$ cat src/rtl/gpio_mask_pkg.sv
package gpio_mask_pkg;

  parameter int unsigned PIN_W = 8;

  typedef enum logic [1:0] {
    RD_NONE = 2'd0,
    RD_DATA = 2'd1,
    RD_DIR  = 2'd2
  } rdSel_t;

  typedef struct packed {
    logic             dataWr;
    logic             dirWr;
    logic [PIN_W-1:0] mask;
    logic [PIN_W-1:0] wdata;
    rdSel_t           rdSel;
  } ctrlStrobes_t;

endpackage

$ cat src/rtl/gpio_mask_sync.sv
module gpio_mask_sync #(
  parameter int unsigned WIDTH  = 8,
  parameter int unsigned STAGES = 2
) (
  input  logic             clk,
  input  logic             rstN,
  input  logic [WIDTH-1:0] asyncIn,
  output logic [WIDTH-1:0] syncOut
);

  logic [WIDTH-1:0] stage [STAGES];

  generate
    for (genvar s = 0; s < STAGES; s++) begin : g_stage
      if (s == 0) begin : g_first
        always_ff @(posedge clk or negedge rstN) begin
          if (!rstN) stage[0] <= '0;
          else       stage[0] <= asyncIn;
        end
      end else begin : g_next
        always_ff @(posedge clk or negedge rstN) begin
          if (!rstN) stage[s] <= '0;
          else       stage[s] <= stage[s-1];
        end

        stage_shift_chk: assert property (@(posedge clk) disable iff (!rstN)
          1'b1 |=> (stage[s] == $past(stage[s-1])));
      end
    end
  endgenerate

  assign syncOut = stage[STAGES-1];

endmodule

$ cat src/rtl/gpio_mask_ctrl.sv
module gpio_mask_ctrl
  import gpio_mask_pkg::*;
#(
  parameter int unsigned ADDR_W = 12,
  parameter int unsigned DATA_W = 32
) (
  input  logic              clk,
  input  logic              rstN,
  input  logic              busSel,
  input  logic              busWr,
  input  logic [ADDR_W-1:0] busAddr,
  input  logic [DATA_W-1:0] busWdata,
  output ctrlStrobes_t      strobes
);

  localparam int unsigned APERTURE_BITS = PIN_W + 2;
  localparam logic [ADDR_W-1:0] DIR_OFFSET = ADDR_W'(1) << APERTURE_BITS;

  logic inAperture;
  logic isDir;
  logic unusedBits;

  assign inAperture = (busAddr[ADDR_W-1:APERTURE_BITS] == '0);
  assign isDir      = (busAddr == DIR_OFFSET);
  assign unusedBits = ^{busWdata[DATA_W-1:PIN_W], busAddr[1:0]};

  always_comb begin
    strobes        = '0;
    strobes.mask   = busAddr[APERTURE_BITS-1:2];
    strobes.wdata  = busWdata[PIN_W-1:0];
    strobes.dataWr = busSel && busWr && inAperture;
    strobes.dirWr  = busSel && busWr && isDir;
    if (inAperture)  strobes.rdSel = RD_DATA;
    else if (isDir)  strobes.rdSel = RD_DIR;
    else             strobes.rdSel = RD_NONE;
  end


  unmapped_quiet_chk: assert property (@(posedge clk) disable iff (!rstN)
    (busSel && !inAperture && !isDir) |-> (!strobes.dataWr && !strobes.dirWr && strobes.rdSel == RD_NONE));


  strobe_excl_chk: assert property (@(posedge clk) disable iff (!rstN)
    !(strobes.dataWr && strobes.dirWr));

endmodule

$ cat src/rtl/gpio_mask_datapath.sv
module gpio_mask_datapath
  import gpio_mask_pkg::*;
(
  input  logic             clk,
  input  logic             rstN,
  input  ctrlStrobes_t     strobes,
  input  logic [PIN_W-1:0] syncIn,
  output logic [PIN_W-1:0] pinOut,
  output logic [PIN_W-1:0] outChange,
  output logic [PIN_W-1:0] inChange,
  output logic [PIN_W-1:0] rdData
);

  logic [PIN_W-1:0] dataReg;
  logic [PIN_W-1:0] dirReg;
  logic [PIN_W-1:0] prevOut;
  logic [PIN_W-1:0] prevIn;
  logic [PIN_W-1:0] wrMask;
  logic [PIN_W-1:0] dataNext;

  assign wrMask = strobes.dataWr ? (strobes.mask & dirReg) : '0;

  always_comb begin
    dataNext = (dataReg & dirReg) | (syncIn & ~dirReg);
    dataNext = (dataNext & ~wrMask) | (strobes.wdata & wrMask);
  end

  always_ff @(posedge clk or negedge rstN) begin
    if (!rstN) begin
      dataReg <= '0;
      dirReg  <= '0;
      prevOut <= '1;
      prevIn  <= '0;
    end else begin
      dataReg <= dataNext;
      if (strobes.dirWr) dirReg <= strobes.wdata;
      prevOut <= pinOut;
      prevIn  <= dataReg;
    end
  end

  assign pinOut    = (dataReg & dirReg) | ~dirReg;
  assign outChange = pinOut ^ prevOut;
  assign inChange  = (dataReg ^ prevIn) & ~dirReg;

  always_comb begin
    case (strobes.rdSel)
      RD_DATA: rdData = dataReg & strobes.mask;
      RD_DIR:  rdData = dirReg;
      default: rdData = '0;
    endcase
  end


  dir_load_chk: assert property (@(posedge clk) disable iff (!rstN)
    strobes.dirWr |=> (dirReg == $past(strobes.wdata)));


  out_bits_hold_chk: assert property (@(posedge clk) disable iff (!rstN)
    !strobes.dataWr |=> (((dataReg ^ $past(dataReg)) & $past(dirReg)) == '0));


  masked_write_chk: assert property (@(posedge clk) disable iff (!rstN)
    strobes.dataWr |=> (((dataReg ^ $past(dataReg)) & $past(dirReg) & ~$past(strobes.mask)) == '0));


  out_stable_chk: assert property (@(posedge clk) disable iff (!rstN)
    (!strobes.dataWr && !strobes.dirWr) |=> $stable(pinOut));

endmodule

$ cat src/rtl/gpio_mask_port.sv
module gpio_mask_port
  import gpio_mask_pkg::*;
#(
  parameter int unsigned ADDR_W      = 12,
  parameter int unsigned DATA_W      = 32,
  parameter int unsigned SYNC_STAGES = 2
) (
  input  logic              clk,
  input  logic              rstN,
  input  logic              busSel,
  input  logic              busWr,
  input  logic [ADDR_W-1:0] busAddr,
  input  logic [DATA_W-1:0] busWdata,
  output logic [DATA_W-1:0] busRdata,
  input  logic [PIN_W-1:0]  pinIn,
  output logic [PIN_W-1:0]  pinOut,
  output logic [PIN_W-1:0]  outChange,
  output logic [PIN_W-1:0]  inChange
);

  ctrlStrobes_t     strobes;
  logic [PIN_W-1:0] syncIn;
  logic [PIN_W-1:0] rdData;

  gpio_mask_sync #(.WIDTH(PIN_W), .STAGES(SYNC_STAGES)) uSync (
    .clk(clk), .rstN(rstN), .asyncIn(pinIn), .syncOut(syncIn)
  );

  gpio_mask_ctrl #(.ADDR_W(ADDR_W), .DATA_W(DATA_W)) uCtrl (
    .clk(clk), .rstN(rstN), .busSel(busSel), .busWr(busWr),
    .busAddr(busAddr), .busWdata(busWdata), .strobes(strobes)
  );

  gpio_mask_datapath uPath (
    .clk(clk), .rstN(rstN), .strobes(strobes), .syncIn(syncIn),
    .pinOut(pinOut), .outChange(outChange), .inChange(inChange), .rdData(rdData)
  );

  assign busRdata = {{(DATA_W-PIN_W){1'b0}}, rdData};

endmodule

$ cat config.mk
export PLATFORM = sky130hd
export DESIGN_NAME = gpio_mask_port
export DESIGN_NICKNAME = d
export VERILOG_FILES = /design/src/rtl/gpio_mask_pkg.sv /design/src/rtl/gpio_mask_sync.sv /design/src/rtl/gpio_mask_ctrl.sv /design/src/rtl/gpio_mask_datapath.sv /design/src/rtl/gpio_mask_port.sv
export SDC_FILE = /design/constraint.sdc
export NUM_CORES = 1
export LEC_CHECK = 0
export ABC_AREA = 0
export CORE_AREA = 2 2 87 47
export DETAILED_ROUTE_END_ITERATION = 8
export DIE_AREA = 0 0 89 49
export DONT_BUFFER_PORTS = 1
export GPL_TIMING_DRIVEN = 0
export PLACE_DENSITY = 0.75
export RECOVER_POWER = 25
export SETUP_SLACK_MARGIN = 0.05
export SLEW_MARGIN = 20
export SYNTH_ARGS = -nofsm -noshare
export SYNTH_HDL_FRONTEND = slang
export SYNTH_SLANG_ARGS = --single-unit
$ cat constraint.sdc
create_clock -name clk -period 3.8 [get_ports clk]
set_input_delay 0.38 -clock clk [delete_from_list [all_inputs] [get_ports clk]]
set_output_delay 0.38 -clock clk [all_outputs]
set_load 0.02 [all_outputs]
==> flow_metrics.env <==
export IMPL_cts_sinks=48
export IMPL_status="finished clean"
export IMPL_ys_types=23
export IMPL_wire_per_inst_um=16.65
export IMPL_num_antenna_cells=0
export IMPL_fillers=311
export IMPL_core_um2=3684
export IMPL_port_buffers=0
export IMPL_yosysSeqAreaShare_pct=57.62
export IMPL_cp_end_kind="primary output"
export IMPL_critPathMaxStageDelay_ns=0.90
export IMPL_synth_area_leader_cell="dfrtp_1"
export IMPL_switchingPower_mw=0.2480
export IMPL_clkTransAtPathRegs_ns=0.09
export IMPL_r2r_slack_ns=2.92
export IMPL_fp_dieW_um=89
export IMPL_ant_nets=0
export IMPL_hold_violations=0
export IMPL_p_seq_share_pct=53.5
export IMPL_ys_flop_type="dfrtp_1"
export IMPL_grt_pass1_wl_mm=6.844
export IMPL_drcViolationCount=0
export IMPL_min_from="pinIn[2]"
export IMPL_drive_above_1_share_pct=25.73
export IMPL_maxCapViolCount=0
export IMPL_tns_ns=0
export IMPL_final_cell_count_no_fill=260
export IMPL_p_int_mw=0.7604
export IMPL_cellPowerDensity_nw_per_um2=419.3
export IMPL_synth_edf_count=0
export IMPL_async_flop_share_pct=100.0
export IMPL_crit_chain="or4_1 -> nor3_1 -> a32o_1"
export IMPL_yosysMostFrequentCell="dfrtp_1"
export IMPL_p_leak_nw=1.108
export IMPL_gr_usage_all_layers_pct=21.33
export IMPL_start_kind="primary input"
export IMPL_cts_setup_buffers=0
export IMPL_slowest_stage="nor3_1"
export IMPL_rows=16
export IMPL_fin_skew_ns=0.004691
export IMPL_dp_hpwl_mm=3.147
export IMPL_crit_buf_inv=0
export IMPL_clk_latency_ns=0.30
export IMPL_arrival_ns=2.24
export IMPL_cts_buffer_depth=2
export IMPL_post_route_util_pct=65.29
export IMPL_multiInputGateArea_um2=752.0
export IMPL_crit_family="simple AND/OR/NAND/NOR gates"
export IMPL_rsz0062_at_grt="false"
export IMPL_drt_iter0_drc=34
export IMPL_overflow=0
export IMPL_post_route_period_util_pct=68.92
export IMPL_cp_max_fo=7
export IMPL_htreeDepth=2
export IMPL_regArea_um2=1211
export IMPL_cts_buffers=5
export IMPL_syn_cell_area_um2=2102
export IMPL_yosys_warnings=0
export IMPL_max_freq_ghz=0.3818
export IMPL_worst_ep_required_time_ns=3.42
export IMPL_start_util_pct=57.07
export IMPL_avgSynthCellArea_um2=12.15
export IMPL_grt_antenna_before_repair=0
export IMPL_yosys_register_bits=48
export IMPL_netlist_area_leader_share_pct=47.62
export IMPL_min_path_type="in2reg"
export IMPL_syn_inst=173
export IMPL_gp_congestion=0.7353
export IMPL_crit_type="in2out"
export IMPL_pwr_share_comb_pct=10.2
export IMPL_clock_power_share_pct=36.2
export IMPL_peakVddDrop_mv=0.3143
export IMPL_dr_pass1_iters=4
export IMPL_dieArea_um2=4361
export IMPL_via_per_inst=5.177
export IMPL_grt_max_degree=49
export IMPL_startpoint="busAddr[1]"
export IMPL_fp_dieH_um=49
export IMPL_slew_headroom_pct=26.30
export IMPL_synthTopCellsByCount="dfrtp_1, buf_4, nor2_1"
export IMPL_dp_cells=250
export IMPL_p_sw_share_pct=24.59
export IMPL_grt_pass1_vias=1352
export IMPL_ios=112
export IMPL_tightestPinTransition_ns=1.097
export IMPL_period_minus_slack_ns=2.619
export IMPL_num_vias=1346
export IMPL_area_growth_syn_to_layout_pct=14.40
export IMPL_cts_tree="yes"
export IMPL_drt_wl_total_mm=4.329
export IMPL_nets=261
export IMPL_ys_top_cells_by_area="dfrtp_1, dfstp_2, buf_4, mux2_4, a32o_1"
export IMPL_root_buffer="clkbuf_8"
export IMPL_slew_violations=0
export IMPL_setup_viol=0
[cell usage in the layout (no fill, tap or decap), drive strengths merged]
cell	n
nor3	2
or4b	1
nand4bb	1
dlygate4sd3	1
clkinvlp	1
or4	3
conb	24
nand3	8
o21ai	8
and4bb	1
xnor2	8
clkinv	1
nand2	1
buf	26
dfrtp	40
mux2	8
a31oi	8
nand2b	8
nor2	17
clkbuf	6
inv	8
dfstp	8
a32o	8
bufinv	1
xor2	8
[layout make-up]
type | instances | area share (%)
Clock inverter | 3 | 1.769
Inverter | 8 | 1.249
Tap cell | 54 | 2.810
Sequential cell | 48 | 50.36
Multi-Input combinational cell | 114 | 31.27
Buffer | 26 | 8.117
Clock buffer | 5 | 2.862
Timing Repair Buffer | 2 | 1.561
[cells by family (layout without fill, tap and decap cells)]
group                     after synthesis  in the layout  share of synthesized area (%)
DFF                                    48             48                          57.62
and+or+nand+nor                        42             42                          11.01
buffers and inverters                  34             44                          10.71
AOI/OAI and AO/OA                      24             24                          8.096
xor gates and xnor gates               16             16                          6.667
muxes                                   8              8                          5.715
other                                   1             24                         0.1784
[power by group through the flow]
stage	Combinational (mW)	Clock, mW	Sequential (mW)
2_1_floorplan	0.0817	0	0.546
3_3_place_gp	0.0861	0	0.548
3_5_place_dp	0.0882	0	0.549
4_1_cts	0.102	0.372	0.540
5_1_grt	0.112	0.396	0.542
6_report	0.103	0.366	0.540
[metrics by stage]
step	worst slack, ns	area, um2	power (mW)	hold slack, ns
2_1_floorplan	1.690	2188	0.6276	0.08441
3_3_place_gp	1.209	2256	0.6336	0.08523
3_5_place_dp	1.227	2256	0.6375	0.08533
4_1_cts	1.190	2405	1.014	0.09235
5_1_grt	1.140	2405	1.050	0.07703
6_report	1.181	2405	1.008	0.09998
[layer usage]
layer	track usage [%]	share of wire [%]	up-vias
met5	0	0	-
met4	5.473	0.92	0
met3	8.122	8.8	4
met2	33.33	50	63
met1	28.31	41	675
li1	-	-	604
[final timing paths]
kind | to | cells past startpoint
min | uSync.stage[10] | 0
max in group asynchronous | uPath.prevOut[2] | 2
min in group asynchronous | async pin | 2
min reg2reg | uSync.syncOut[7] | 0
max reg2reg | uPath.prevOut[1] | 1
max | busRdata[6] | 3
[repair_timing]
| item | in CTS | in global routing |
|---|---|---|
| hold endpoints to repair | 48 | 0 |
| hold buffers | 2 | 0 |
| resized for setup | 0 | 0 |
No activity file was read; power rests on OpenSTA's default activity.
